===== config.mk =====
export PLATFORM = sky130hd
export DESIGN_NAME = pg_window_mon
export DESIGN_NICKNAME = d
export VERILOG_FILES = /design/src/rtl/pg_win_pkg.sv /design/src/rtl/pg_thresh_cmp.sv /design/src/rtl/pg_hyst_next.sv /design/src/rtl/pg_window_mon.sv
export SDC_FILE = /design/constraint.sdc
export NUM_CORES = 1
export LEC_CHECK = 0
export CORE_MARGIN = 10
export CORE_UTILIZATION = 39
export DETAILED_ROUTE_END_ITERATION = 10
export DONT_BUFFER_PORTS = 1
export GPL_ROUTABILITY_DRIVEN = 0
export PLACE_DENSITY_LB_ADDON = 0.2
export SLEW_MARGIN = 25
export SYNTH_ARGS = -nofsm -noshare
export SYNTH_HDL_FRONTEND = slang
export SYNTH_HIERARCHICAL = 1
export SYNTH_SLANG_ARGS = --single-unit

===== constraint.sdc =====
create_clock -name clk -period 1.2 [get_ports clk]
set_input_delay 0.24 -clock clk [delete_from_list [all_inputs] [get_ports clk]]
set_output_delay 0.24 -clock clk [all_outputs]
set_load 0.02 [all_outputs]

===== src/rtl/pg_win_pkg.sv =====
package pg_win_pkg;
    localparam int SCALE_PM   = 1000;
    localparam int OV_TRIP_PM = 1110;
    localparam int OV_REC_PM  = 1075;
    localparam int UV_TRIP_PM = 890;
    localparam int UV_REC_PM  = 925;
    localparam int PM_BITS    = 11;

    typedef struct packed {
        logic ov;
        logic uv;
        logic pg;
    } pg_state_t;
endpackage


===== src/rtl/pg_thresh_cmp.sv =====
module pg_thresh_cmp
    import pg_win_pkg::*;
#(
    parameter int FB_W  = 12,
    parameter int REF_W = 12
) (
    input  logic [FB_W-1:0]  fb_code,
    input  logic [REF_W-1:0] ref_code,
    output logic             ov_trip,
    output logic             ov_rec,
    output logic             uv_trip,
    output logic             uv_rec
);
    localparam int PW = ((FB_W > REF_W) ? FB_W : REF_W) + PM_BITS;
    localparam int NLVL = 4;
    localparam int LVL_PM [NLVL] = '{OV_TRIP_PM, OV_REC_PM, UV_TRIP_PM, UV_REC_PM};

    logic [PW-1:0] fb_scaled;
    logic [PW-1:0] lvl [NLVL];

    assign fb_scaled = PW'(fb_code) * PW'(SCALE_PM);

    for (genvar i = 0; i < NLVL; i++) begin : g_lvl
        assign lvl[i] = PW'(ref_code) * PW'(LVL_PM[i]);
    end

    assign ov_trip = fb_scaled >  lvl[0];
    assign ov_rec  = fb_scaled <= lvl[1];
    assign uv_trip = fb_scaled <  lvl[2];
    assign uv_rec  = fb_scaled >= lvl[3];
endmodule


===== src/rtl/pg_hyst_next.sv =====
module pg_hyst_next (
    input  logic flag_q,
    input  logic trip,
    input  logic rec,
    output logic flag_d
);
    always_comb begin
        if (flag_q) flag_d = ~rec;
        else        flag_d = trip;
    end
endmodule


===== src/rtl/pg_window_mon.sv =====
module pg_window_mon
    import pg_win_pkg::*;
#(
    parameter int FB_W  = 12,
    parameter int REF_W = 12
) (
    input  logic             clk,
    input  logic             rst_n,
    input  logic             en,
    input  logic             shdn,
    input  logic             ss_done,
    input  logic [FB_W-1:0]  fb_code,
    input  logic [REF_W-1:0] ref_code,
    output logic             pg_good
);
    pg_state_t state_d, state_q;
    logic ov_trip, ov_rec, uv_trip, uv_rec;
    logic ov_nxt, uv_nxt;

    pg_thresh_cmp #(.FB_W(FB_W), .REF_W(REF_W)) u_cmp (
        .fb_code (fb_code),
        .ref_code(ref_code),
        .ov_trip (ov_trip),
        .ov_rec  (ov_rec),
        .uv_trip (uv_trip),
        .uv_rec  (uv_rec)
    );

    pg_hyst_next u_ov (.flag_q(state_q.ov), .trip(ov_trip), .rec(ov_rec), .flag_d(ov_nxt));
    pg_hyst_next u_uv (.flag_q(state_q.uv), .trip(uv_trip), .rec(uv_rec), .flag_d(uv_nxt));

    always_comb begin
        state_d    = state_q;
        state_d.ov = ov_nxt;
        state_d.uv = uv_nxt;
        state_d.pg = ~ov_nxt & ~uv_nxt & en & ~shdn & ss_done;
    end

    always_ff @(posedge clk or negedge rst_n) begin
        if (!rst_n) state_q <= '0;
        else        state_q <= state_d;
    end

    assign pg_good = state_q.pg & en;
endmodule


---- Word level (Yosys, flattened, before mapping) ----
Cells that the tools add are included.
operators by class
  reductions and logical operators ........ 0
  $lt $le $gt $ge ......................... 4
  multipliers ............................. 5
  divide/modulo/power cells ............... 0
  shift operators ......................... 0
  muxes and demuxes ....................... 2
  add/sub/neg operators ................... 0
  bitwise gates (word level) .............. 10
  eq/ne operators ......................... 0
operators with widths
  kind                                                                   count
  12-bit by 10-bit multiplier with 22-bit output, second input constant  2
  22-bit by 23-bit > comparator with 1-bit output                        1
  22-bit by 23-bit less-or-equal comparator with 1-bit output            1
  12-bit by 11-bit multiplier with 23-bit output, second input constant  1
  22-bit greater-or-equal comparator                                     1
  22-bit < comparator                                                    1
  12-bit by 9-bit multiplier with 21-bit output, second input constant   1
  12-bit by 7-bit multiplier with 19-bit output, second input constant   1
  1-bit bitwise AND                                                      5
  1-bit inverter                                                         5
  1-bit two-way mux                                                      2
word-level totals
  ROM bits ................................ 0
  input bits .............................. 29
  memories ................................ 0
  register bits ........................... 3
  word-level logic and storage cells ...... 24
  RAM bits ................................ 0
  latch bits .............................. 0

---- Logic depth before layout (Yosys ltp) ----
  depth in word-level cells ............... 9
  mapped depth ............................ 28
  gate-level depth less buffers ........... 28

---- Hierarchy ----
Netlist, hierarchy kept.
by module, submodules not included
  module         instances  seq. area each (um2)  area each (um2)  cells an instance
  pg_thresh_cmp  1          0.0                   11775.0          1278
  pg_window_mon  1          75.1                  98.8             6
  pg_hyst_next   2          0.0                   13.8             2

---- Worst setup path before layout ----
No wires, ideal clock.
  path kind ............................... input to register
  start point ............................. in ref_code[2]
  end point ............................... reg state_q[0] in the netlist's numbering
  data required time ...................... 1.074 ns
  data arrival time ....................... 5.758 ns
  cell stages on the path ................. 22
  setup slack ............................. -4.684 ns
  library setup time ...................... 0.126 ns
  path buffers ............................ 0
  cells stage by stage .................... fa_1 > inv_1 > fa_1 > fa_1 > inv_1 > fa_1 > fa_1 > ha_1 > and2_1 > o21a_1 > nor4b_2 > o31ai_1 > a21oi_1 > xor2_1 > ha_1 > a211o_1 > a221oi_1 > o21ai_0 > maj3_2 > a21o_1 > mux2i_1 > nor3_2
RTL lines
  what                  RTL line             source
  start, declared       pg_window_mon.sv:13  input logic [REF_W-1:0] ref_code,
  end signal, assigned  pg_window_mon.sv:41  else state_q <= state_d;
  end, declared         pg_window_mon.sv:16  pg_state_t state_d, state_q;

==> results <==
- The flop and latch count out of synthesis is 3.
- The number of global-route vias before repair was around 10,000.
- The number of antenna violations at the first check in global routing was 0.
- The path class of the tightest hold or removal check is in2reg.
- The first detailed-routing pass took 5 iterations.
- The critical path arrival is between 5000 and 6000 ps.
- The worst endpoint required time is approximately 1300 ps.
- The final hold violation count is 0.
- After synthesis, the netlist uses 60 different library cells.
- The startpoint type of the worst setup path is a primary input.
- The number of antenna cells inserted is 0.
- The wire length of the first global-routing pass is about 54,000 um.
- The critical path is of the in2reg type.
- The final layout contains routed wiring with a total length of approximately 34,000 um.
- The final reports fail on setup timing.
- The number of antenna-violating nets in the routed design is 0.
- The number of buffers on the longest clock path is 2.
- The worst setup margin is -4540 ps.
- The fill cell instance count of the final layout is between 2,000 and 3,000.
- During synthesis, Yosys emitted a total of 6 warnings.
- In the routed design, unresolved DRC markers number 0.
- The floorplan step set the die width to approximately 190 um.
- In the post-synthesis netlist, the biggest area contributors are sky130_fd_sc_hd__ha_1 35%, sky130_fd_sc_hd__fa_1 27%, sky130_fd_sc_hd__inv_1 9.2%, sky130_fd_sc_hd__xor2_1 3.1%, sky130_fd_sc_hd__a21oi_1 2.9%.
- The cell type with the highest aggregate area in the netlist is sky130_fd_sc_hd__ha_1.
- sky130_fd_sc_hd__ha_1 is the most common cell in the netlist.
- The max-cap violation count is 0.
- The run finished, with violations left.
- The largest registers in the layout are state_q x3.
- Along the worst path, the maximum fanout reaches 11.
- By count the netlist is led by 337 x sky130_fd_sc_hd__ha_1, 291 x sky130_fd_sc_hd__inv_1, 158 x sky130_fd_sc_hd__fa_1.
- The die covers 0.0379 mm^2.
- The count of H-tree levels built during CTS is 1.
- The via-per-instance ratio is around 4.9.
- The cell sitting at the root of the clock tree is a sky130_fd_sc_hd__clkbuf_16.
- Setup repair after global routing could not meet its margin everywhere.
- The wire length per cell is between 15 and 20 um.
- The largest net degree at the start of global routing is 16.
- The number of DRC markers after the initial detailed-route iteration is approximately 340.
- At the pin with the least slew margin, the transition time is 495 ps.
- Pin placement for this block handled 30 I/O pins.
- The floorplan has 63 rows.
- Counting the buffers created by CTS gives 3.
- The kind of end point of the critical path is a flip-flop.
- In the finished design, the share of the clock period the worst path needs comes to 479%.
- The proportion of layout cells with a drive suffix above 1 is between 20% and 30%.
- The flip-flop count of the largest register, all copies and words added is 3.
- The remaining max-slew budget at the tightest pin is around two thirds.
- The post-detailed-placement half-perimeter wirelength is slightly below 30,000 um.
- Clock-pin slew was measured on the worst setup and hold paths at 30 ps.
- The cell area after placement is 0.0147 mm^2.
- Yosys mapped a number of flops with a built-in enable equal to 0.
- The count of pins over their slew limit was 0.
- The routed layout has 9,719 vias.
- The mean instance size in the synthesized netlist is 9.24 um^2.
- In the final design database the tool counted between 2,000 and 2,500 nets.
- The area share of the largest cell type after synthesis is approximately 35%.
- The number of sinks on the clock net is 3.
- Global routing used between 10% and 20% of the available tracks.
- The clock tree from TritonCTS is yes.
- Clock latency on the worst-skew pair, taken at its later pin, is approximately 220 ps.
- The area inside the core boundary is 0.0299 mm^2.
- The share of synthesized flip-flops with an asynchronous set or reset is 100%.
- In the synthesized netlist the dominant register cell turns out to be sky130_fd_sc_hd__dfrtp_1.
- Setup violations remaining at the end of the flow were counted as 3.
- The worst clock skew is 1.29 ps.
- The number of standard cells after synthesis is 1,288.
- The die height is a little under 200 um.
- After global routing the overflow that remains totals 0.
- When the netlist entered floorplanning its net count stood at 1,812.
- The synthesized netlist occupies a cell area of about 0.012 mm^2.
- The area of all placed cells without fillers is 0.0151 mm^2.
- The effective utilization at floorplan is roughly two fifths.
- The register containing the most flip-flops in the final layout is state_q.
- From synthesis to final layout, the design area changed by 26.7%.
- In this run the tool buffered the top-level ports with 0 buffer cells.
- For this run, the top clock speed supported by timing is about 0.17 GHz.
- The sequential fraction of the synthesis area is 0.631%.
- The final critical-path required period is roughly 5700 ps.
## placed cells by master, fill, tap and decap left out, types with 18 or more instances in the layout
master,synthesis,final
sky130_fd_sc_hd__nand2_1,27,26
sky130_fd_sc_hd__xor2_1,42,42
sky130_fd_sc_hd__inv_1,291,283
sky130_fd_sc_hd__fa_1,158,157
sky130_fd_sc_hd__a21o_1,36,36
sky130_fd_sc_hd__nor2_1,37,36
sky130_fd_sc_hd__a21oi_1,70,57
sky130_fd_sc_hd__ha_1,337,322
sky130_fd_sc_hd__nor3_1,22,21
sky130_fd_sc_hd__buf_4,0,284
sky130_fd_sc_hd__o21ai_0,23,22
sky130_fd_sc_hd__xnor2_1,39,36
sky130_fd_sc_hd__a21oi_2,6,18
## metrics by stage
| stage | hold slack, ps | TNS (ps) | worst slack, ps | cells | util [%] |
|---|---|---|---|---|---|
| final | 194 | -13270 | -4540 | 1969 | 50.5 |
| after global routing | 214 | -14030 | -4800 | 1969 | 50.5 |
| after CTS | 190 | -13300 | -4580 | 1967 | 50.0 |
| after detailed placement | -55.4 | -14500 | -5020 | 1959 | 49.3 |
| after global placement | -55.4 | -14340 | -4970 | 1959 | 49.3 |
| after floorplan | -55.6 | -12830 | -4570 | 1288 | - |
## layer usage
metal  vias to the layer above  global-route usage [%]  part of all wire [%]
met5                         -                       0                     0
met4                         0                    3.46                   2.1
met3                        23                    1.51                   3.0
met2                       110                    28.8                    45
met1                      4643                    25.1                    50
li1                       4943                       -                     -
## final cells by class
class	instances	area, um^2	share of cell area, %
flip-flops and latches	3	75.1	0.498
repair buffers	287	2170	14.4
clock buffers	4	78.8	0.523
well taps	390	488	3.24
multi-input cells	994	11200	74.0
inverters	291	1110	7.34
## worst paths after layout
path	start	end	slack, ps	depth (start not counted)
worst max-delay path	ref_code[2]	state_q[0]$_DFF_PN0_	-4540	23
worst min-delay path	ss_done	state_q[0]$_DFF_PN0_	190	2
worst max register to register	state_q[2]$_DFF_PN0_	state_q[0]$_DFF_PN0_	420	2
worst min register to register	state_q[1]$_DFF_PN0_	state_q[1]$_DFF_PN0_	480	1
max in group asynchronous	rst_n	state_q[2]$_DFF_PN0_	770	1
min in group asynchronous	rst_n	state_q[0]$_DFF_PN0_	280	1
## cell families after synthesis
| kind of cell | Yosys count | share of synthesized area, % |
|---|---|---|
| AND/OR/NAND/NOR | 183 | 8.26 |
| adder cells (fa/ha/maj) | 498 | 62.3 |
| multiplexers | 3 | 0.252 |
| buffers and inverters | 291 | 9.18 |
| AO/OA/AOI/OAI | 229 | 13.4 |
| XOR/XNOR | 81 | 5.96 |
| flip-flops | 3 | 0.631 |
## repair_timing
action                                  4_1_cts  5_1_grt
hold buffers                                  1        0
hold endpoints to repair                      3        0
endpoints found under the setup margin        3        3
gates resized for setup                      18       23
setup buffers                                 3        2
gates cloned                                  0        0
pin swaps                                    17       25
## worst max-delay path, cell delays in order
cell	delay (ps)
sky130_fd_sc_hd__fa_1	550
sky130_fd_sc_hd__inv_1	60
sky130_fd_sc_hd__fa_1	460
sky130_fd_sc_hd__fa_1	540
sky130_fd_sc_hd__inv_2	50
sky130_fd_sc_hd__fa_1	450
sky130_fd_sc_hd__fa_1	560
sky130_fd_sc_hd__ha_4	210
sky130_fd_sc_hd__and2_4	130
sky130_fd_sc_hd__o21a_1	190
sky130_fd_sc_hd__nor4b_2	280
sky130_fd_sc_hd__buf_4	170
sky130_fd_sc_hd__o31ai_4	60
sky130_fd_sc_hd__a21oi_2	150
sky130_fd_sc_hd__xor2_1	150
sky130_fd_sc_hd__ha_1	250
sky130_fd_sc_hd__a211o_1	280
sky130_fd_sc_hd__a221oi_2	210
sky130_fd_sc_hd__o21ai_1	110
sky130_fd_sc_hd__maj3_2	310
sky130_fd_sc_hd__a21o_1	180
sky130_fd_sc_hd__mux2i_2	180
sky130_fd_sc_hd__nor3_2	60
Power is not shown: default switching activity piles up to over one toggle a cycle in this logic, so the estimate is an artifact.
